`config.mk`:
```
export PLATFORM = sky130hd
export DESIGN_NAME = amp_fault_supervisor
export DESIGN_NICKNAME = d
export VERILOG_FILES = /design/src/rtl/fsup_pkg.sv /design/src/rtl/fsup_sync.sv /design/src/rtl/fsup_group_map.sv /design/src/rtl/fsup_latch_bank.sv /design/src/rtl/amp_fault_supervisor.sv
export SDC_FILE = /design/constraint.sdc
export NUM_CORES = 1
export LEC_CHECK = 0
export ABC_AREA = 1
export BUFFER_PORTS_ARGS = -buffer_cell sky130_fd_sc_hd__buf_4
export CAP_MARGIN = 20
export CORE_MARGIN = 2
export CORE_UTILIZATION = 30
export CTS_CLUSTER_SIZE = 30
export DETAILED_ROUTE_END_ITERATION = 8
export SLEW_MARGIN = 20
export SYNTH_ARGS = -nofsm -noshare
export SYNTH_HDL_FRONTEND = slang
export SYNTH_SLANG_ARGS = --single-unit
export TNS_END_PERCENT = 30
```
`constraint.sdc`:
```
create_clock -name clk -period 1.5 [get_ports clk]
set_input_delay 0.225 -clock clk [delete_from_list [all_inputs] [get_ports clk]]
set_output_delay 0.225 -clock clk [all_outputs]
set_load 0.05 [all_outputs]
```
`src/rtl/fsup_pkg.sv`:
```
package fsup_pkg;

  typedef enum logic [1:0] {
    MODE_BRIDGE   = 2'b00,
    MODE_PARALLEL = 2'b01,
    MODE_SINGLE   = 2'b10,
    MODE_SPARE    = 2'b11
  } out_mode_e;

  localparam int unsigned SYNC_STAGES = 2;

endpackage

```
`src/rtl/fsup_sync.sv`:
```
module fsup_sync #(
  parameter int unsigned WIDTH   = 1,
  parameter logic        RST_VAL = 1'b0
) (
  input  logic             clk,
  input  logic             arst_n,
  input  logic [WIDTH-1:0] d_i,
  output logic [WIDTH-1:0] q_o
);
  import fsup_pkg::*;

  logic [WIDTH-1:0] stage_q [SYNC_STAGES];

  always_ff @(posedge clk or negedge arst_n) begin
    if (!arst_n) begin
      for (int s = 0; s < SYNC_STAGES; s++) stage_q[s] <= {WIDTH{RST_VAL}};
    end else begin
      stage_q[0] <= d_i;
      for (int s = 1; s < SYNC_STAGES; s++) stage_q[s] <= stage_q[s-1];
    end
  end

  assign q_o = stage_q[SYNC_STAGES-1];

endmodule

```
`src/rtl/fsup_group_map.sv`:
```
module fsup_group_map #(
  parameter int unsigned NUM_HB = 4
) (
  input  logic [1:0]        mode_i,
  input  logic [NUM_HB-1:0] err_i,
  output logic [NUM_HB-1:0] shut_o
);
  import fsup_pkg::*;

  logic is_bridge;
  logic is_parallel;

  assign is_bridge   = (mode_i == MODE_BRIDGE);
  assign is_parallel = (mode_i == MODE_PARALLEL);

  for (genvar j = 0; j < NUM_HB; j++) begin : g_hb
    logic from_pair;
    if (j % 2 == 1) begin : g_odd
      assign from_pair = is_bridge & err_i[j-1];
    end else begin : g_even
      assign from_pair = 1'b0;
    end
    assign shut_o[j] = err_i[j] | from_pair | (is_parallel & err_i[0]);
  end

endmodule

```
`src/rtl/fsup_latch_bank.sv`:
```
module fsup_latch_bank #(
  parameter int unsigned NUM_HB = 4
) (
  input  logic              clk,
  input  logic              arst_n,
  input  logic              run_i,
  input  logic              shut_set_i,
  input  logic [NUM_HB-1:0] ovl_set_i,
  output logic              ote_nxt_o,
  output logic [NUM_HB-1:0] ovl_nxt_o,
  output logic              ote_q_o,
  output logic [NUM_HB-1:0] ovl_q_o
);

  logic              ote_d;
  logic [NUM_HB-1:0] ovl_d;

  always_comb begin
    if (!run_i) begin
      ote_d = 1'b0;
      ovl_d = '0;
    end else begin
      ote_d = ote_q_o | shut_set_i;
      ovl_d = ovl_q_o | ovl_set_i;
    end
  end

  always_ff @(posedge clk or negedge arst_n) begin
    if (!arst_n) begin
      ote_q_o <= 1'b0;
      ovl_q_o <= '0;
    end else begin
      ote_q_o <= ote_d;
      ovl_q_o <= ovl_d;
    end
  end

  assign ote_nxt_o = ote_d;
  assign ovl_nxt_o = ovl_d;

endmodule

```
`src/rtl/amp_fault_supervisor.sv`:
```
module amp_fault_supervisor #(
  parameter int unsigned NUM_HB  = 4,
  parameter int unsigned NUM_SUP = 3
) (
  input  logic               clk,
  input  logic               rst_n,
  input  logic               amp_rst_n_i,
  input  logic [NUM_SUP-1:0] supply_uv_i,
  input  logic               por_i,
  input  logic               temp_warn_i,
  input  logic               temp_shut_i,
  input  logic [NUM_HB-1:0]  boot_uv_i,
  input  logic [NUM_HB-1:0]  ovl_i,
  input  logic               osc_lost_i,
  input  logic [1:0]         mode_i,
  output logic [NUM_HB-1:0]  hiz_o,
  output logic [NUM_HB-1:0]  hs_off_o,
  output logic               fault_n_o,
  output logic               warn_n_o
);

  localparam int unsigned COND_W = NUM_SUP + 5 + 2 * NUM_HB + 2;

  // block reset: asserted asynchronously, released through two flops
  logic rst_sync_n;
  fsup_sync #(.WIDTH(1), .RST_VAL(1'b0)) u_rst_sync (
    .clk   (clk),
    .arst_n(rst_n),
    .d_i   (1'b1),
    .q_o   (rst_sync_n)
  );

  // condition synchronizers
  logic [COND_W-1:0] cond_raw;
  logic [COND_W-1:0] cond_s;

  assign cond_raw = {amp_rst_n_i, supply_uv_i, por_i, temp_warn_i, temp_shut_i,
                     osc_lost_i, boot_uv_i, ovl_i, mode_i};

  fsup_sync #(.WIDTH(COND_W), .RST_VAL(1'b0)) u_cond_sync (
    .clk   (clk),
    .arst_n(rst_sync_n),
    .d_i   (cond_raw),
    .q_o   (cond_s)
  );

  logic               run_s;
  logic [NUM_SUP-1:0] uv_s;
  logic               por_s;
  logic               warn_s;
  logic               shut_s;
  logic               osc_s;
  logic [NUM_HB-1:0]  boot_s;
  logic [NUM_HB-1:0]  ovl_s;
  logic [1:0]         mode_s;

  assign {run_s, uv_s, por_s, warn_s, shut_s, osc_s, boot_s, ovl_s, mode_s} = cond_s;

  // latching faults
  logic              ote_nxt;
  logic [NUM_HB-1:0] ovl_nxt;
  logic              ote_lat_q;
  logic [NUM_HB-1:0] ovl_lat_q;

  fsup_latch_bank #(.NUM_HB(NUM_HB)) u_latch (
    .clk       (clk),
    .arst_n    (rst_sync_n),
    .run_i     (run_s),
    .shut_set_i(shut_s),
    .ovl_set_i (ovl_s),
    .ote_nxt_o (ote_nxt),
    .ovl_nxt_o (ovl_nxt),
    .ote_q_o   (ote_lat_q),
    .ovl_q_o   (ovl_lat_q)
  );

  // overload group mapping by output mode
  logic [NUM_HB-1:0] grp_shut;
  fsup_group_map #(.NUM_HB(NUM_HB)) u_map (
    .mode_i(mode_s),
    .err_i (ovl_nxt),
    .shut_o(grp_shut)
  );

  // output next state
  logic              supply_bad;
  logic              global_off;
  logic [NUM_HB-1:0] hiz_d;
  logic [NUM_HB-1:0] hs_off_d;
  logic              fault_n_d;
  logic              warn_n_d;

  always_comb begin
    supply_bad = (|uv_s) | por_s;
    global_off = !run_s | supply_bad | ote_nxt | osc_s;
    hiz_d      = global_off ? {NUM_HB{1'b1}} : grp_shut;
    hs_off_d   = boot_s;
    fault_n_d  = !run_s | !(supply_bad | ote_nxt | (|ovl_nxt));
    warn_n_d   = !warn_s;
  end

  always_ff @(posedge clk or negedge rst_sync_n) begin
    if (!rst_sync_n) begin
      hiz_o     <= {NUM_HB{1'b1}};
      hs_off_o  <= '0;
      fault_n_o <= 1'b1;
      warn_n_o  <= 1'b1;
    end else begin
      hiz_o     <= hiz_d;
      hs_off_o  <= hs_off_d;
      fault_n_o <= fault_n_d;
      warn_n_o  <= warn_n_d;
    end
  end

endmodule

```
==> flow_summary_export.csv, run 1 <==
group,metric,value,unit
place,place_inst,203,
detailed_routing,first_pass_iters,4,
global_route,grt_pass1_wl,3810,um
worst_setup_path,rrSetupSlack,0.46,ns
timing,finalHoldViolations,0,
power_and_ir_drop,ir_worst_vdd,0.863,mV
clocking,cts_tree,"built",
layout,final_util,0.393,
detailed_routing,wirelength,2200,um
clocking,ctsResizeCount,0,
worst_setup_path,critPathTopFamily,"flip-flops",
clocking,cts.sinks,53,
die,start_util,0.307,
worst_setup_path,reg2reg_from,"u_cond_sync.q_o[14]",
clocking,cts_max_level,2,
clocking,post_cts.repair.setup_buffers,0,
timing,period_share,0.825,
place,gp_congestion,0.852,
layout,final_common_cell,"dfrtp_1",
place,port_buffers,29,
global_route,grt_usage,0.0861,
yosys,synth_cells,103,
detailed_routing,post_drt_wl_per_cell,10.4,um
yosys,synth_seq_cells,53,
layout,layout-area-overhead-vs-synth,28.1,%
hold_path,holdPathStages,1,
clocking,cts_inserted_buffers,5,
layout,final_nets,161,
die,rows,26,
clocking,clkTransAtPathRegs,0.08,ns
layout,fin_area,2000,um^2
global_route,grt_pass1_vias,908,
clocking,clkLatencyLatePin,0.29,ns
place,placed_area,1890,um^2
yosys,ys.warnings.count,0,
worst_setup_path,worstReg2RegEnd,"hiz_o[1]",
place,hpwlAfterDp,1520,um
timing,rsz0062_at_grt,"no",
layout,final_cell_mix,"46 x dfrtp_1, 29 x buf_4, 13 x nor2_1",
yosys,syn_nets,123,
die,die_w,76.1,um
power_and_ir_drop,power_per_cell_area,1260,nW/um^2
power_and_ir_drop,leakage,0.944,nW
timing,setup_viol,0,
worst_setup_path,setup.worst_path.class,"reg -> out",
die,core,5070,um^2
hold_path,min_path_type,"in -> reg",
yosys,ys_types,15,
timing,drv_slew,0,
worst_setup_path,crit_buf_inv,1,
flow_run,maxCapViolations,0,
global_route,grt-ovfl-total,0,
detailed_routing,vias_per_cell,3.84,
timing,fmax,0.808,GHz
worst_setup_path,endpoint_kind,"output port",
hold_path,hold_start,"boot_uv_i[1]",
worst_setup_path,startpoint_type,"flop",
detailed_routing,dr_total_vias,815,
yosys,ys_seq_area_frac,0.856,
yosys,syn_area_per_cell,15.1,um^2
worst_setup_path,reg2reg_depth,6,
global_route,grt_max_degree,45,
timing,setup_tns,0,ns
yosys,synth_area,1560,um^2
die,die_height,76.1,um
clocking,root_buffer,"clkbuf_8",
detailed_routing,drc_errors,0,
worst_setup_path,arrival,1.01,ns
global_route,antenna_found_initial,0,
worst_setup_path,crit_slowest_cell,"dfstp_2",
layout,drive_above_1_share,0.380,
hold_path,worstHoldEndpoint,"u_cond_sync.stage_q[25]",
die,die-area,5790,um^2
worst_setup_path,crit_path_max_incr_delay,0.53,ns
die,ios,30,
timing,fin_skew,0.00128,ns
worst_setup_path,crit_chain,"buf_4",
layout,nFillCells,510,
detailed_routing,ant_nets,0,
outcome,status,"finished, final reports clean",
worst_setup_path,crit_fanout,1,
timing,period_needed,1.24,ns
worst_setup_path,required,1.27,ns
clocking,clk_path_buf_depth,2,
layout,diodes,0,
layout,fin_cells,212,
detailed_routing,first_iter_violations,19,
Yosys cell counts (all sizes together):
master / instances / area [um^2]
dfrtp: 47 / 1180
conb: 1 / 3.75
nand2: 10 / 37.5
or2: 2 / 12.5
nor2: 17 / 83.8
nand3: 3 / 15.0
nor3: 1 / 5.00
dfstp: 6 / 158
o21ai: 3 / 18.8
inv: 13 / 48.8
state kept, by name (all words and copies together), names as in the netlist:
name	flops
fault_n_o	1
hiz_o	4
hs_off_o	4
u_cond_sync.q_o	18
u_cond_sync.stage_q	18
u_latch.ote_q_o	1
u_latch.ovl_q_o	4
u_rst_sync.q_o	1
u_rst_sync.stage_q	1
warn_n_o	1
layer usage:
metal	up-vias	wire length [um]	track usage
met3	2	158	0.0450
met1	406	918	0.0924
met4	0	8	0.0491
met5	-	0	0
li1	380	-	-
met2	27	1120	0.137
worst max-delay path by stage:
stage | slack, ns | cells past startpoint | endpoint | startpoint
2_1_floorplan | 0.58 | 4 | hiz_o[3] | u_cond_sync.q_o[1]
3_3_place_gp | 0.54 | 6 | hiz_o[2] | u_cond_sync.q_o[14]
3_5_place_dp | 0.48 | 6 | hiz_o[1] | u_cond_sync.q_o[15]
4_1_cts | 0.24 | 1 | warn_n_o | warn_n_o
5_1_grt | 0.22 | 1 | warn_n_o | warn_n_o
6_report | 0.26 | 1 | warn_n_o | warn_n_o
kinds of logic after synthesis:
group / Yosys count / share of synthesized area
AO/OA/AOI/OAI: 3 / 0.0120
other: 1 / 0.00241
AND/OR/NAND/NOR: 33 / 0.0987
flip-flops: 53 / 0.856
buffers and inverters: 13 / 0.0313
layout make-up:
class,count,area (um^2),area share
inverters,13,48.8,0.0244
clock buffers,7,96.3,0.0482
well taps,70,87.6,0.0439
clock inverters,1,5.00,0.00251
flip-flops and latches,53,1340,0.669
repair buffers,31,248,0.124
multi-input cells,37,176,0.0883
per-stage QoR:
step	total power, mW	setup WS, ns	hold WS, ns
after floorplan	1.64	0.580	-0.0706
after global placement	1.71	0.538	0.00793
after detailed placement	1.72	0.477	0.00982
after CTS	2.57	0.240	0.0129
after global routing	2.64	0.224	0.00510
final	2.52	0.263	0.0326
what timing repair did:
item                       4_1_cts  5_1_grt
hold buffers                     1        0
setup endpoints to repair        0        0
hold endpoints to repair         2        0
power by group:
| part | switching [mW] | internal [mW] | total (mW) |
|---|---|---|---|
| Combinational | 0.0940 | 0.0658 | 0.160 |
| Clock | 0.412 | 0.417 | 0.829 |
| Sequential | 0.0277 | 1.50 | 1.53 |
| Total | 0.533 | 1.98 | 2.52 |
Power figures use the tool's default switching activity.
==> inputs of run 2 (changes only) <==
ABC_AREA = 0   (was 1)
clock period = 1.2 ns   (was 1.5 ns; I/O delays follow)
==> flow_summary_export.csv, run 2 <==
group,metric,value,unit
worst_setup_path,crit_chain,"nor4_2, and4b_2, o2111ai_2",
detailed_routing,first_iter_violations,43,
yosys,ys.warnings.count,0,
place,hpwlAfterDp,1370,um
place,port_buffers,29,
timing,fmax,0.846,GHz
yosys,yosys.area.top_type,"dfrtp_1",
clocking,cts_tree,"built",
yosys,synth_top_cell_area_share,0.797,
die,die_w,74.1,um
yosys,syn_nets,97,
yosys,syn_area_per_cell,19.2,um^2
yosys,synth_seq_cells,53,
clocking,cts.sinks,53,
worst_setup_path,crit_path_max_incr_delay,0.38,ns
global_route,grt_pass1_wl,3390,um
timing,period_share,0.985,
timing,period_needed,1.18,ns
global_route,antenna_found_initial,0,
worst_setup_path,required,1.41,ns
layout,drive_above_1_share,0.353,
place,place_ws,0.0229,ns
timing,drv_slew,0,
power_and_ir_drop,ir_worst_vdd,0.802,mV
worst_setup_path,arrival,1.39,ns
detailed_routing,post_drt_wl_per_cell,9.80,um
global_route,grt_usage,0.0849,
clocking,cts_inserted_buffers,5,
detailed_routing,vias_per_cell,3.72,
flow_run,maxCapViolations,0,
detailed_routing,first_pass_iters,4,
timing,fin_skew,0.00651,ns
worst_setup_path,critPathTopFamily,"simple AND/OR/NAND/NOR gates",
global_route,grt_max_degree,39,
die,die-area,5490,um^2
timing,timing.hold.ws,0.108,ns
global_route,grt-ovfl-total,0,
timing,setup_viol,0,
timing,rsz0062_at_grt,"yes",
layout,nFillCells,419,
worst_setup_path,crit_buf_inv,0,
layout,fin_cells,203,
worst_setup_path,endpoint_kind,"flop",
hold_path,min_path_type,"reg -> async",
yosys,synth.most_common_cell,"dfrtp_1",
die,start_util,0.312,
die,ios,30,
worst_setup_path,setup.worst_path.class,"reg -> reg",
yosys,synth_cells,77,
yosys,synth_ff_type,"dfrtp_1",
yosys,synth_area,1480,um^2
detailed_routing,wirelength,1990,um
worst_setup_path,crit_fanout,4,
clocking,clk_path_buf_depth,2,
layout,final_cell_mix,"46 x dfrtp_1, 25 x buf_4, 19 x dlygate4sd3_1",
timing,finalHoldViolations,0,
yosys,synth_common_cells,"47 x dfrtp_1, 6 x dfstp_2, 4 x o21ai_0",
layout,diodes,0,
clocking,root_buffer,"clkbuf_8",
power_and_ir_drop,leakage,0.951,nW
die,core,4720,um^2
timing,final.setup.worst_slack,0.0185,ns
place,place_inst,176,
layout,final_common_cell,"dfrtp_1",
clocking,post_cts.repair.setup_buffers,0,
outcome,status,"finished, final reports clean",
yosys,synth-edff-count,0,
clocking,clkLatencyLatePin,0.29,ns
detailed_routing,drc_errors,0,
yosys,ys_seq_area_frac,0.904,
layout,final_nets,155,
place,gp_congestion,0.900,
die,die_height,74.1,um
power_and_ir_drop,power,3.04,mW
detailed_routing,ant_nets,0,
yosys,async_reset_ff_frac,1.00,
global_route,grt_pass1_vias,792,
detailed_routing,dr_total_vias,755,
layout,layout-area-overhead-vs-synth,43.3,%
yosys,synthTopCellsByArea,"dfrtp_1 80%, dfstp_2 11%, o21ai_0 1.4%, nor2b_1 1.3%, nand3b_1 1.0%",
worst_setup_path,crit_slowest_cell,"dfrtp_1",
power_and_ir_drop,power_per_cell_area,1440,nW/um^2
clocking,clkTransAtPathRegs,0.08,ns
die,rows,25,
worst_setup_path,startpoint_type,"flop",
clocking,cts_max_level,2,
yosys,ys_types,15,
[run 2: cell types whose count changed after synthesis, moves of 3 or more]
cell and change:
nand2_1 -8, nor2_1 -11, inv_2 -3, nor2b_1 +3
inv_1 -7
[run 2: report_power, final]
part / internal, mW / switching [mW]
clock: 0.409 / 0.492
sequential: 1.87 / 0.0346
combinational: 0.119 / 0.105
[run 2: layer usage]
| layer | vias up | routed length [um] | GRT usage |
|---|---|---|---|
| met3 | 5 | 125 | 0.0379 |
| met5 | - | 0 | 0 |
| met1 | 362 | 832 | 0.0996 |
| met2 | 25 | 973 | 0.126 |
| li1 | 363 | - | - |
| met4 | 0 | 57 | 0.0566 |
[run 2: path summary, 6_finish.rpt]
kind,end,slack [ns],cells past startpoint,from
max in group asynchronous,hiz_o[3],0.59,1,u_rst_sync.q_o
min reg2reg,u_cond_sync.stage_q[35],0.11,0,u_rst_sync.q_o
max,hiz_o[3],0.02,3,u_cond_sync.q_o[15]
max reg2reg,hiz_o[3],0.02,3,u_cond_sync.q_o[15]
min,u_cond_sync.stage_q[35],0.11,0,u_rst_sync.q_o
min in group clk,u_cond_sync.q_o[13],0.35,0,u_cond_sync.stage_q[31]
[run 2: cell families after synthesis]
| family | after synthesis | synth area share |
|---|---|---|
| and+or+nand+nor | 13 | 0.0560 |
| AOI/OAI and AO/OA | 7 | 0.0297 |
| DFF | 53 | 0.904 |
| buffers and inverters | 3 | 0.00763 |
| other | 1 | 0.00254 |
[run 2: repair_timing]
action | in CTS | in global routing
gates resized for setup | 0 | 7
pin swaps | 2 | 3
setup endpoints to repair | 1 | 10
endpoints found under the hold margin | 20 | 0
hold buffers | 19 | 0
[run 2: stage by stage]
stage	cell area (um^2)	utilization	TNS (ns)
after global placement	1810	0.384	0
final	2110	0.447	0
after global routing	2110	0.447	-0.183
after CTS	2080	0.441	0
after detailed placement	1810	0.384	0
after floorplan	1480	-	0
[run 2: area by class of cell]
type,count,area [um^2],share of cell area
clock buffer,7,76.3,0.0361
tap,67,83.8,0.0397
multi-input combinational,21,136,0.0645
clock inverter,1,5.00,0.00237
timing repair buffer,51,465,0.220
sequential,53,1340,0.632
inverter,3,11.3,0.00533
